### src/rtl/t1crc_pkg.sv
package t1crc_pkg;
  localparam int unsigned CRC_W = 6;
  // generator x^6 + x + 1 without the leading term
  localparam logic [CRC_W-1:0] CRC_POLY = 6'b000011;

  function automatic logic [CRC_W-1:0] crc_step(input logic [CRC_W-1:0] r,
                                                input logic d);
    logic fb;
    fb = d ^ r[CRC_W-1];
    return {r[CRC_W-2:0], 1'b0} ^ (fb ? CRC_POLY : '0);
  endfunction
endpackage

### src/rtl/crc6_serial.sv
module crc6_serial
  import t1crc_pkg::*;
(
  input  logic             clk,
  input  logic             rst_n,
  input  logic             clr,
  input  logic             load,
  input  logic             shift,
  input  logic             d,
  output logic [CRC_W-1:0] rem
);
  logic [CRC_W-1:0] rem_d;

  always_comb begin
    rem_d = rem;
    if (clr)        rem_d = '0;
    else if (load)  rem_d = crc_step('0, d);
    else if (shift) rem_d = crc_step(rem, d);
  end

  always_ff @(posedge clk or negedge rst_n) begin
    if (!rst_n) rem <= '0;
    else        rem <= rem_d;
  end
endmodule

### src/rtl/mf_slot_track.sv
module mf_slot_track
  import t1crc_pkg::*;
#(
  parameter int unsigned FRAMES = 24
) (
  input  logic             clk,
  input  logic             rst_n,
  input  logic             clr,
  input  logic             vld,
  input  logic             mf_start,
  input  logic             fslot,
  input  logic             d,
  output logic [CRC_W-1:0] chk
);
  localparam int unsigned STEP = FRAMES / CRC_W;
  localparam int unsigned FW   = $clog2(FRAMES + 1);
  localparam logic [FW-1:0] FLAST = FW'(FRAMES);

  logic [FW-1:0]    fcnt, fcnt_d;
  logic [CRC_W-1:0] chk_d;
  logic             is_chk_slot;

  // fcnt holds the 0-based index of the frame whose framing slot comes next
  assign is_chk_slot = ((32'(fcnt) % STEP) == 1);

  always_comb begin
    fcnt_d = fcnt;
    chk_d  = chk;
    if (clr) begin
      fcnt_d = '0;
      chk_d  = '0;
    end else if (vld && mf_start) begin
      fcnt_d = FW'(1);
    end else if (vld && fslot) begin
      if (is_chk_slot)   chk_d  = {chk[CRC_W-2:0], d};
      if (fcnt != FLAST) fcnt_d = fcnt + 1'b1;
    end
  end

  always_ff @(posedge clk or negedge rst_n) begin
    if (!rst_n) begin
      fcnt <= '0;
      chk  <= '0;
    end else begin
      fcnt <= fcnt_d;
      chk  <= chk_d;
    end
  end
endmodule

### src/rtl/err_tally.sv
module err_tally #(
  parameter int unsigned CNT_W = 16
) (
  input  logic             clk,
  input  logic             rst_n,
  input  logic             inc,
  input  logic             snap,
  output logic [CNT_W-1:0] live,
  output logic [CNT_W-1:0] snap_q
);
  localparam logic [CNT_W-1:0] CMAX = {CNT_W{1'b1}};

  logic [CNT_W-1:0] sum, live_d;

  always_comb begin
    sum    = (inc && (live != CMAX)) ? live + 1'b1 : live;
    live_d = snap ? '0 : sum;
  end

  always_ff @(posedge clk or negedge rst_n) begin
    if (!rst_n) live <= '0;
    else        live <= live_d;
  end

  always_ff @(posedge clk or negedge rst_n) begin
    if (!rst_n)    snap_q <= '0;
    else if (snap) snap_q <= sum;
  end
endmodule

### src/rtl/t1_crc6_mf_check.sv
module t1_crc6_mf_check
  import t1crc_pkg::*;
#(
  parameter int unsigned FRAMES = 24,
  parameter int unsigned CNT_W  = 16
) (
  input  logic             clk,
  input  logic             rst_n,
  input  logic             in_sync,
  input  logic             chk_en,
  input  logic             crc_fmt,
  input  logic             bit_vld,
  input  logic             bit_in,
  input  logic             mf_start,
  input  logic             fslot,
  input  logic             snap,
  output logic             crc_err,
  output logic [CNT_W-1:0] err_cnt_q
);
  logic             act, start, d_eff, mism;
  logic [CRC_W-1:0] rem, chk, held, held_d;
  logic             running, running_d, held_vld, held_vld_d;
  logic [CNT_W-1:0] err_live;

  assign act   = in_sync & chk_en & crc_fmt;
  assign start = bit_vld & mf_start;
  assign d_eff = fslot | bit_in;   // framing slots enter the CRC as 1

  crc6_serial u_crc (
    .clk(clk), .rst_n(rst_n), .clr(!act), .load(start),
    .shift(bit_vld), .d(d_eff), .rem(rem)
  );

  mf_slot_track #(.FRAMES(FRAMES)) u_slot (
    .clk(clk), .rst_n(rst_n), .clr(!act), .vld(bit_vld),
    .mf_start(mf_start), .fslot(fslot), .d(bit_in), .chk(chk)
  );

  err_tally #(.CNT_W(CNT_W)) u_tally (
    .clk(clk), .rst_n(rst_n), .inc(mism), .snap(snap),
    .live(err_live), .snap_q(err_cnt_q)
  );

  assign mism = act & start & held_vld & (held != chk);

  always_comb begin
    running_d  = running;
    held_vld_d = held_vld;
    held_d     = held;
    if (!act) begin
      running_d  = 1'b0;
      held_vld_d = 1'b0;
      held_d     = '0;
    end else if (start) begin
      running_d = 1'b1;
      if (running) begin
        held_d     = rem;
        held_vld_d = 1'b1;
      end
    end
  end

  always_ff @(posedge clk or negedge rst_n) begin
    if (!rst_n) begin
      running  <= 1'b0;
      held_vld <= 1'b0;
      held     <= '0;
      crc_err  <= 1'b0;
    end else begin
      running  <= running_d;
      held_vld <= held_vld_d;
      held     <= held_d;
      crc_err  <= mism;
    end
  end
endmodule

### config.mk
export PLATFORM = sky130hd
export DESIGN_NAME = t1_crc6_mf_check
export DESIGN_NICKNAME = d
export VERILOG_FILES = /design/src/rtl/t1crc_pkg.sv /design/src/rtl/crc6_serial.sv /design/src/rtl/mf_slot_track.sv /design/src/rtl/err_tally.sv /design/src/rtl/t1_crc6_mf_check.sv
export SDC_FILE = /design/constraint.sdc
export NUM_CORES = 1
export LEC_CHECK = 0
export CAP_MARGIN = 20
export CORE_ASPECT_RATIO = 1.1
export CORE_MARGIN = 1.5
export CORE_UTILIZATION = 45
export DETAILED_ROUTE_END_ITERATION = 8
export HOLD_SLACK_MARGIN = 0.08
export PLACE_DENSITY = 0.76
export SLEW_MARGIN = 20
export SYNTH_ARGS = -nofsm -noshare
export SYNTH_HDL_FRONTEND = slang
export SYNTH_SLANG_ARGS = --single-unit
export TNS_END_PERCENT = 50
### constraint.sdc
create_clock -name clk -period 2 [get_ports clk]
set_input_delay 0.3 -clock clk [delete_from_list [all_inputs] [get_ports clk]]
set_output_delay 0.3 -clock clk [all_outputs]
set_load 0.05 [all_outputs]
==> results.md, run 1 <==
- Clock skew: 0.007243 ns
- Remaining Overflow, GRT: 0
- Core area: 6118 µm²
- Mapped cell area: 2829 µm²
- Worst Hold Launch: bit_vld
- Setup crit end kind: register
- Synth unique cells: 42
- Synth Instances: between 200 and 300
- CTS tree: yes
- Clock Tree Root: clkbuf_8
- Placed wire-length estimate: 3931 µm
- Largest family of logic cells by synthesized area: simple AND/OR/NAND/NOR gates
- Syn avg cell area: 10.21 µm²
- Maximum vdd drop: around 0.34 mV
- Post-synth EDFFs: 0
- Dpl ws: -0.4536 ns
- Main synth FF type: dfrtp_1
- Clock Latency Late Sink: 0.34 ns
- Global-route wire length before repair: 10360 µm
- Run status: finished with violations
- Vias: between 2000 and 2500
- Final slew viol count: 0
- Synth area leader: dfrtp_1
- Unrepaired setup endpoints after global routing: yes
- Vias per cell: 5.618
- Starting Density: between 40% and 50%
- Post-Syn Nets: 291
- R2r endpoint: u_tally.snap_q[14]$_DFFE_PN0P_
- Die height: 86.16 µm
- XOR/XNOR Fraction of Synth Area: 4.334%
- Top cell type's share of synthesized area: 51.30%
- Die Width: 78.60 µm
- Reg2reg start: u_tally.live[5]$_DFF_PN0_
- Max_cap viols: 0
- Layout Nets: ~350
- ANT nets after route: 0
- Final Hold Viols: 0
- Achievable clock frequency: 476.9 MHz
- Complex-gate fraction of the synthesized area: 12.34%
- Largest net degree at the start of global routing: just under 60
- Critical Path RT: about 2.3 ns
- Final Power: about 0.0025 W
- Hold EP: u_slot.fcnt[0]$_DFFE_PN0P_
- Reg2Reg Setup Slack: -0.1 ns
- Die ar.: 6772 µm²
- Slew HR: 66.65%
- Hold WC Path Type: primary input to register
- Reg2Reg Depth: 5
- Synth Area in Simple Gates: 19.99%
- Post-synthesis sequential area ratio: 51.30%
- #FFs+latches synth: 58
- Post-Layout Cell Count: 424
- # diodes: 0
- IO Count: 27
- Asr flop ratio synth: 100.0%
- WL/cell: 15.37 µm
- Clock buffer count from CTS: 9
- Initial antenna violation count: 0
- Post-synthesis mux area share: 5.705%
- Ys Warns: 0
- Crit share post-route: 104.8%
- CP Class: register to register
- Worst-path clk slew: about 0.06 ns
- Total track usage: around a fifth
- CTS Sinks: 58
- Critical Path Source Type: register
- DRC marker count from the first detailed-route iteration: 203
- Hold Path Depth: 4
- Post-route minimum period: between 2 and 2.5 ns
- # H-tree levels: 3
- Failing checks: setup timing
- Port Buf Inserts: 26
- Clock Path Buffers: 2
- Worst Tran Pin Value: 0.4987 ns
- Rows: 30
- Final setup violating endpoints: 10
- Cell Pwr Density: around 670 nW/µm²
- Post-Synth Adder-Cell Area: under 10%
- Placer congestion estimate: roughly 0.86
- Final WS setup: -0.09680 ns
- Post-route DRC: 0
- Critical path peak fanout: 5
- Main area contributors after synthesis: dfrtp_1 51%, mux2i_1 5.3%, nor2_1 5.3%
- Routed WL: ~6500 µm
- Syn-to-layout area delta: 34.54%
- Pre-antenna DRT Iters: 4
- Share of cells above drive strength 1: 24.13%
- Crit path DAT: between 2 and 2.5 ns
- Leak pwr: around 1.7 nW
- DP Cell Count: 396
- Vias in the first global route: 2238
## what timing repair did
action                                  4_1_cts  5_1_grt
gates cloned                                  0        2
hold buffers                                  1        0
endpoints found under the setup margin       24       29
hold endpoints to repair                     58        0
setup buffers                                 2        7
pin swaps                                    14        6
gates resized for setup                       8       22
## layer usage
| metal | vias to the layer above | GRT usage [%] | wire length [µm] |
|---|---|---|---|
| met5 | - | 0 | 0 |
| met4 | 0 | 10.23 | 142 |
| met3 | 11 | 4.149 | 285 |
| met2 | 75 | 28.84 | 3112 |
| met1 | 1177 | 27.37 | 2977 |
| li1 | 1119 | - | - |
## cell type report
cell class | count | area, µm²
fill | 476 | 2312
timing repair buffer | 65 | 635.6
tap | 80 | 100.1
clock inverter | 1 | 5.005
inverter | 11 | 41.29
clock buffer | 15 | 196.4
sequential | 58 | 1453
multi-input combinational | 194 | 1375
## layout by cell type, fill, tap and decap left out, drive strengths merged, types with 3 or more instances in the layout
cell type      instances
nand2                 10
a31oi                 13
nand2b                 5
nor4                   4
nand4                  4
o31ai                  9
nor2                  40
or4                   11
nor2b                  3
nand3b                 5
inv                   11
clkbuf                17
or3                    4
clkdlybuf4s50         20
dfrtp                 58
buf                   37
nand3                  9
dlymetal6s2s           5
mux2i                 15
xnor2                  6
xor2                   8
a21oi                 22
o21ai                  6
ha                     4
## worst max path at each step
stage	startpoint	end	slack, ns	cells past startpoint
floorplan	bit_vld	u_tally.live[11]$_DFF_PN0_	0.03	7
global placement	chk_en	u_tally.live[11]$_DFF_PN0_	-0.41	7
detailed placement	chk_en	u_tally.snap_q[5]$_DFFE_PN0P_	-0.45	7
CTS	u_tally.live[5]$_DFF_PN0_	u_tally.snap_q[14]$_DFFE_PN0P_	-0.06	5
global route	u_tally.live[5]$_DFF_PN0_	u_tally.snap_q[14]$_DFFE_PN0P_	-0.16	5
finish	u_tally.live[5]$_DFF_PN0_	u_tally.snap_q[14]$_DFFE_PN0P_	-0.1	5
## sequential cells by signal, indices dropped and copies added, names as in the netlist
| name | count |
|---|---|
| crc_err | 1 |
| held | 6 |
| held_vld | 1 |
| running | 1 |
| u_crc.rem | 6 |
| u_slot.chk | 6 |
| u_slot.fcnt | 5 |
| u_tally.live | 16 |
| u_tally.snap_q | 16 |
## kinds of logic after synthesis
family | Yosys count
xor gates and xnor gates | 14
and+or+nand+nor | 103
DFF | 58
adders and majority gates | 4
AOI/OAI and AO/OA | 57
muxes | 16
buffers and inverters | 25
## metrics by stage
stage | area (µm²) | hold slack (ns) | setup TNS [ns] | utilization, %
5_1_grt | 3806 | 0.3971 | -1.575 | 62.21
6_report | 3806 | 0.3754 | -0.3144 | 62.21
4_1_cts | 3588 | 0.4995 | -0.1731 | 58.65
3_3_place_gp | 3324 | 0.3230 | -9.291 | 54.34
3_5_place_dp | 3324 | 0.3296 | -10.05 | 54.34
2_1_floorplan | 2829 | 0.004409 | 0 | -
## where the power goes
group	switching (W)	total [W]	internal, W	leakage [nW]
registers	0.0000130	0.00121	0.00119	0.788
clock network	0.000468	0.00109	0.000618	0.106
logic	0.000155	0.000239	0.0000843	0.846
## critical path, cell delays in order, from the launching register on
cell and delay (ns):
dfrtp_1 0.44, nand4_2 0.15, or4_4 0.57, a2111o_1 0.34, or3_1 0.34, a31oi_1 0.17
## Yosys cell counts (all sizes together) (2+ instances only)
library cell	n
nor4	4
a31oi	13
nand3b	5
a21oi	22
nor2	40
mux2i	15
ha	4
inv	11
nand2b	5
nand2	10
nor2b	3
or3	4
nand4b	2
dlygate4sd1	2
xor2	8
dfrtp	58
or4	11
and2	2
nand4	4
o21ai	6
and3	2
o31ai	9
nand3	9
buf	6
a21o	2
clkbuf	5
xnor2	6
(Power assumes the default switching activity.)
==> inputs of run 2 (changes only) <==
- PLACE_DENSITY: 0.76 -> 0.73
==> run 2 against run 1 <==
  * The flow now finishes without violations
  * Worst hold slack worse by 0.015 ns
  * First-iteration DRC count is 6.9% lower
  * Die area stayed put
  * Sequential power hardly changed
  * Utilization is 0.10 points higher
  * Critical endpoint unchanged
==> results.md, run 2 (synthesis gave the netlist of run 1 again) <==
- Remaining Overflow, GRT: 0 (unchanged)
- Maximum vdd drop: 0.7056 mV (was 0.3406 mV)
- Final slew viol count: 0 (unchanged)
- IO Count: 27 (unchanged)
- Pre-antenna DRT Iters: 4 (unchanged)
- Dpl ws: -0.4832 ns (was -0.4536 ns)
- Vias in the first global route: 2224 (was 2238)
- Finished Core Util: 62.31% (was 62.21%)
- Critical Path RT: 2.27 ns (about the same)
- # diodes: 0 (unchanged)
- Cell Pwr Density: 760.6 nW/µm² (was 665.7 nW/µm²)
- Worst Tran Pin Value: 0.5165 ns (was 0.4987 ns)
- Critical path peak fanout: 5 (unchanged)
- Crit path cell chain: nand2_1 > or4_4 > a2111o_1 > or3_4 > a31oi_1 (was nand4_2 > or4_4 > a2111o_1 > or3_1 > a31oi_1)
- Commonest non-fill, non-tap cell in the layout: dfrtp_1 (unchanged)
- Top delay family on crit path: simple AND/OR/NAND/NOR gates (unchanged)
- Post-Layout Cell Count: 424 (unchanged)
- Unrepaired setup endpoints after global routing: yes (unchanged)
- Core area: 6118 µm² (unchanged)
- Global-route wire length before repair: 10250 µm (was 10360 µm)
- Routed WL: 6120 µm (was 6518 µm)
- # H-tree levels: 3 (unchanged)
- Layout Nets: 353 (unchanged)
- Clock Tree Root: clkbuf_8 (unchanged)
- Max_cap viols: 0 (unchanged)
- Reg2reg start: u_tally.live[7]$_DFF_PN0_ (was u_tally.live[5]$_DFF_PN0_)
- Fill cells: 473 (was 476)
- Post-route DRC: 0 (unchanged)
- Syn-to-layout area delta: 34.76% (was 34.54%)
- Crit-path slowest cell: or4_4 (unchanged)
- Crit path DAT: 2.26 ns (was 2.36 ns)
- Setup crit end kind: register (unchanged)
- Port Buf Inserts: 26 (unchanged)
- Rows: 30 (unchanged)
- Slew HR: 65.56% (was 66.65%)
- Total track usage: 19.43% (was 19.66%)
- DP Cell Count: 403 (was 396)
- Commonest non-fill, non-tap cells in the layout: 57 x dfrtp_1, 39 x nor2_1, 33 x buf_4 (unchanged)
- Die Width: 78.60 µm (unchanged)
- Worst-path clk slew: 0.07 ns (was 0.06 ns)
- DRC marker count from the first detailed-route iteration: 189 (was 203)
- Clock skew: 0.006990 ns (was 0.007243 ns)
- Leak pwr: 1.721 nW (was 1.740 nW)
- Post-route setup TNS: 0 ns (was -0.3144 ns)
- Hold Path Depth: 4 (unchanged)
- Reg2Reg Depth: 5 (unchanged)
- ANT nets after route: 0 (unchanged)
- Post-route minimum period: 1.998 ns (was 2.097 ns)
- Final WS setup: 0.002397 ns (was -0.09680 ns)
- Final Hold Viols: 0 (unchanged)
- Initial antenna violation count: 0 (unchanged)
- R2r endpoint: u_tally.snap_q[14]$_DFFE_PN0P_ (unchanged)
- Worst Hold Launch: bit_vld (unchanged)
- Crit share post-route: 99.88% (was 104.8%)
- Largest net degree at the start of global routing: 43 (was 59)
- Achievable clock frequency: 500.6 MHz (was 476.9 MHz)
- Placed wire-length estimate: 4062 µm (was 3931 µm)
- Share of cells above drive strength 1: 25.00% (was 24.13%)
- Biggest cell delay along the critical path: 0.57 ns (about the same)
- Die ar.: 6772 µm² (unchanged)
- Clock buffer count from CTS: 9 (unchanged)
- Critical Path Source Type: register (unchanged)
- Starting Density: 46.24% (unchanged)
- Hold WC Path Type: primary input to register (unchanged)
- CTS tree: yes (unchanged)
- Run status: completed (was finished with violations)
- Clock Path Buffers: 2 (unchanged)
- WL/cell: 14.43 µm (was 15.37 µm)
- Vias: 2317 (was 2382)
- CP bufs+invs: 0 (unchanged)
- Final setup violating endpoints: 0 (was 10)
- Hold EP: u_slot.fcnt[0]$_DFFE_PN0P_ (unchanged)
- Clock Latency Late Sink: 0.35 ns (was 0.34 ns)
- Die height: 86.16 µm (unchanged)
- CTS Sinks: 58 (unchanged)
- CP Class: register to register (unchanged)
- Vias per cell: 5.465 (was 5.618)
- Biggest regs: u_tally.live (16), u_tally.snap_q (16) (unchanged)
- Placer congestion estimate: 0.8435 (was 0.8581)
- Reg2Reg Setup Slack: 0.002 ns (was -0.1 ns)
-- run 2: worst max path at each step --
stage                                         start                             end  slack (ns)  cells past startpoint
final                     u_tally.live[7]$_DFF_PN0_  u_tally.snap_q[14]$_DFFE_PN0P_       0.002                      5
after global routing      u_tally.live[4]$_DFF_PN0_  u_tally.snap_q[14]$_DFFE_PN0P_       -0.10                      5
after CTS                                   in_sync  u_tally.snap_q[15]$_DFFE_PN0P_       -0.02                      7
after detailed placement                    in_sync      u_tally.live[11]$_DFF_PN0_       -0.48                      6
after global placement                      in_sync      u_tally.live[11]$_DFF_PN0_       -0.43                      6
after floorplan                             bit_vld      u_tally.live[11]$_DFF_PN0_        0.03                      7
-- run 2: worst register-to-register path, delay by kind of cell, from the launching register on --
family	cells	cell delay, ns
AOI/OAI and AO/OA	2	0.47
DFF	1	0.41
and+or+nand+nor	3	1.04
-- run 2: layout make-up --
| type | instances | area [µm²] | area share (%) |
|---|---|---|---|
| Clock inverter | 7 | 141.4 | 3.709 |
| Multi-Input combinational cell | 194 | 1365 | 35.81 |
| Timing Repair Buffer | 65 | 584.3 | 15.33 |
| Inverter | 11 | 45.04 | 1.181 |
| Clock buffer | 9 | 123.9 | 3.249 |
| Sequential cell | 58 | 1453 | 38.10 |
| Tap cell | 80 | 100.1 | 2.626 |
-- run 2: repair_timing --
| item | CTS | global route |
|---|---|---|
| endpoints found under the setup margin | 25 | 32 |
| gates resized for setup | 9 | 28 |
| setup buffers | 2 | 1 |
| hold endpoints to repair | 22 | 0 |
| hold buffers | 1 | 0 |
| cloned | 0 | 1 |
| pin swaps | 11 | 12 |
-- run 2: report_power, final --
group          leakage [nW]  switching, W  total [W]  internal (W)
registers             0.788     0.0000141    0.00121       0.00119
clock network         0.129      0.000500    0.00145      0.000953
logic                 0.804      0.000155   0.000239     0.0000842
total                  1.72      0.000668    0.00290       0.00223
-- run 2: stage by stage --
stage | cell area (µm²) | hold WS [ns] | total power (W)
finish | 3812 | 0.3606 | 0.002900
global route | 3812 | 0.3865 | 0.002993
CTS | 3699 | 0.4734 | 0.002913
detailed placement | 3364 | 0.3131 | 0.001467
global placement | 3364 | 0.3041 | 0.001463
floorplan | 2829 | 0.004409 | 0.001361
-- run 2: per-layer routing --
layer,share of wire [%],routed length (µm),global-route usage (%)
met2,47,2894,29.08
met5,0,0,0
met3,2.5,154,4.681
met4,2.5,151,10.39
met1,48,2920,26.05
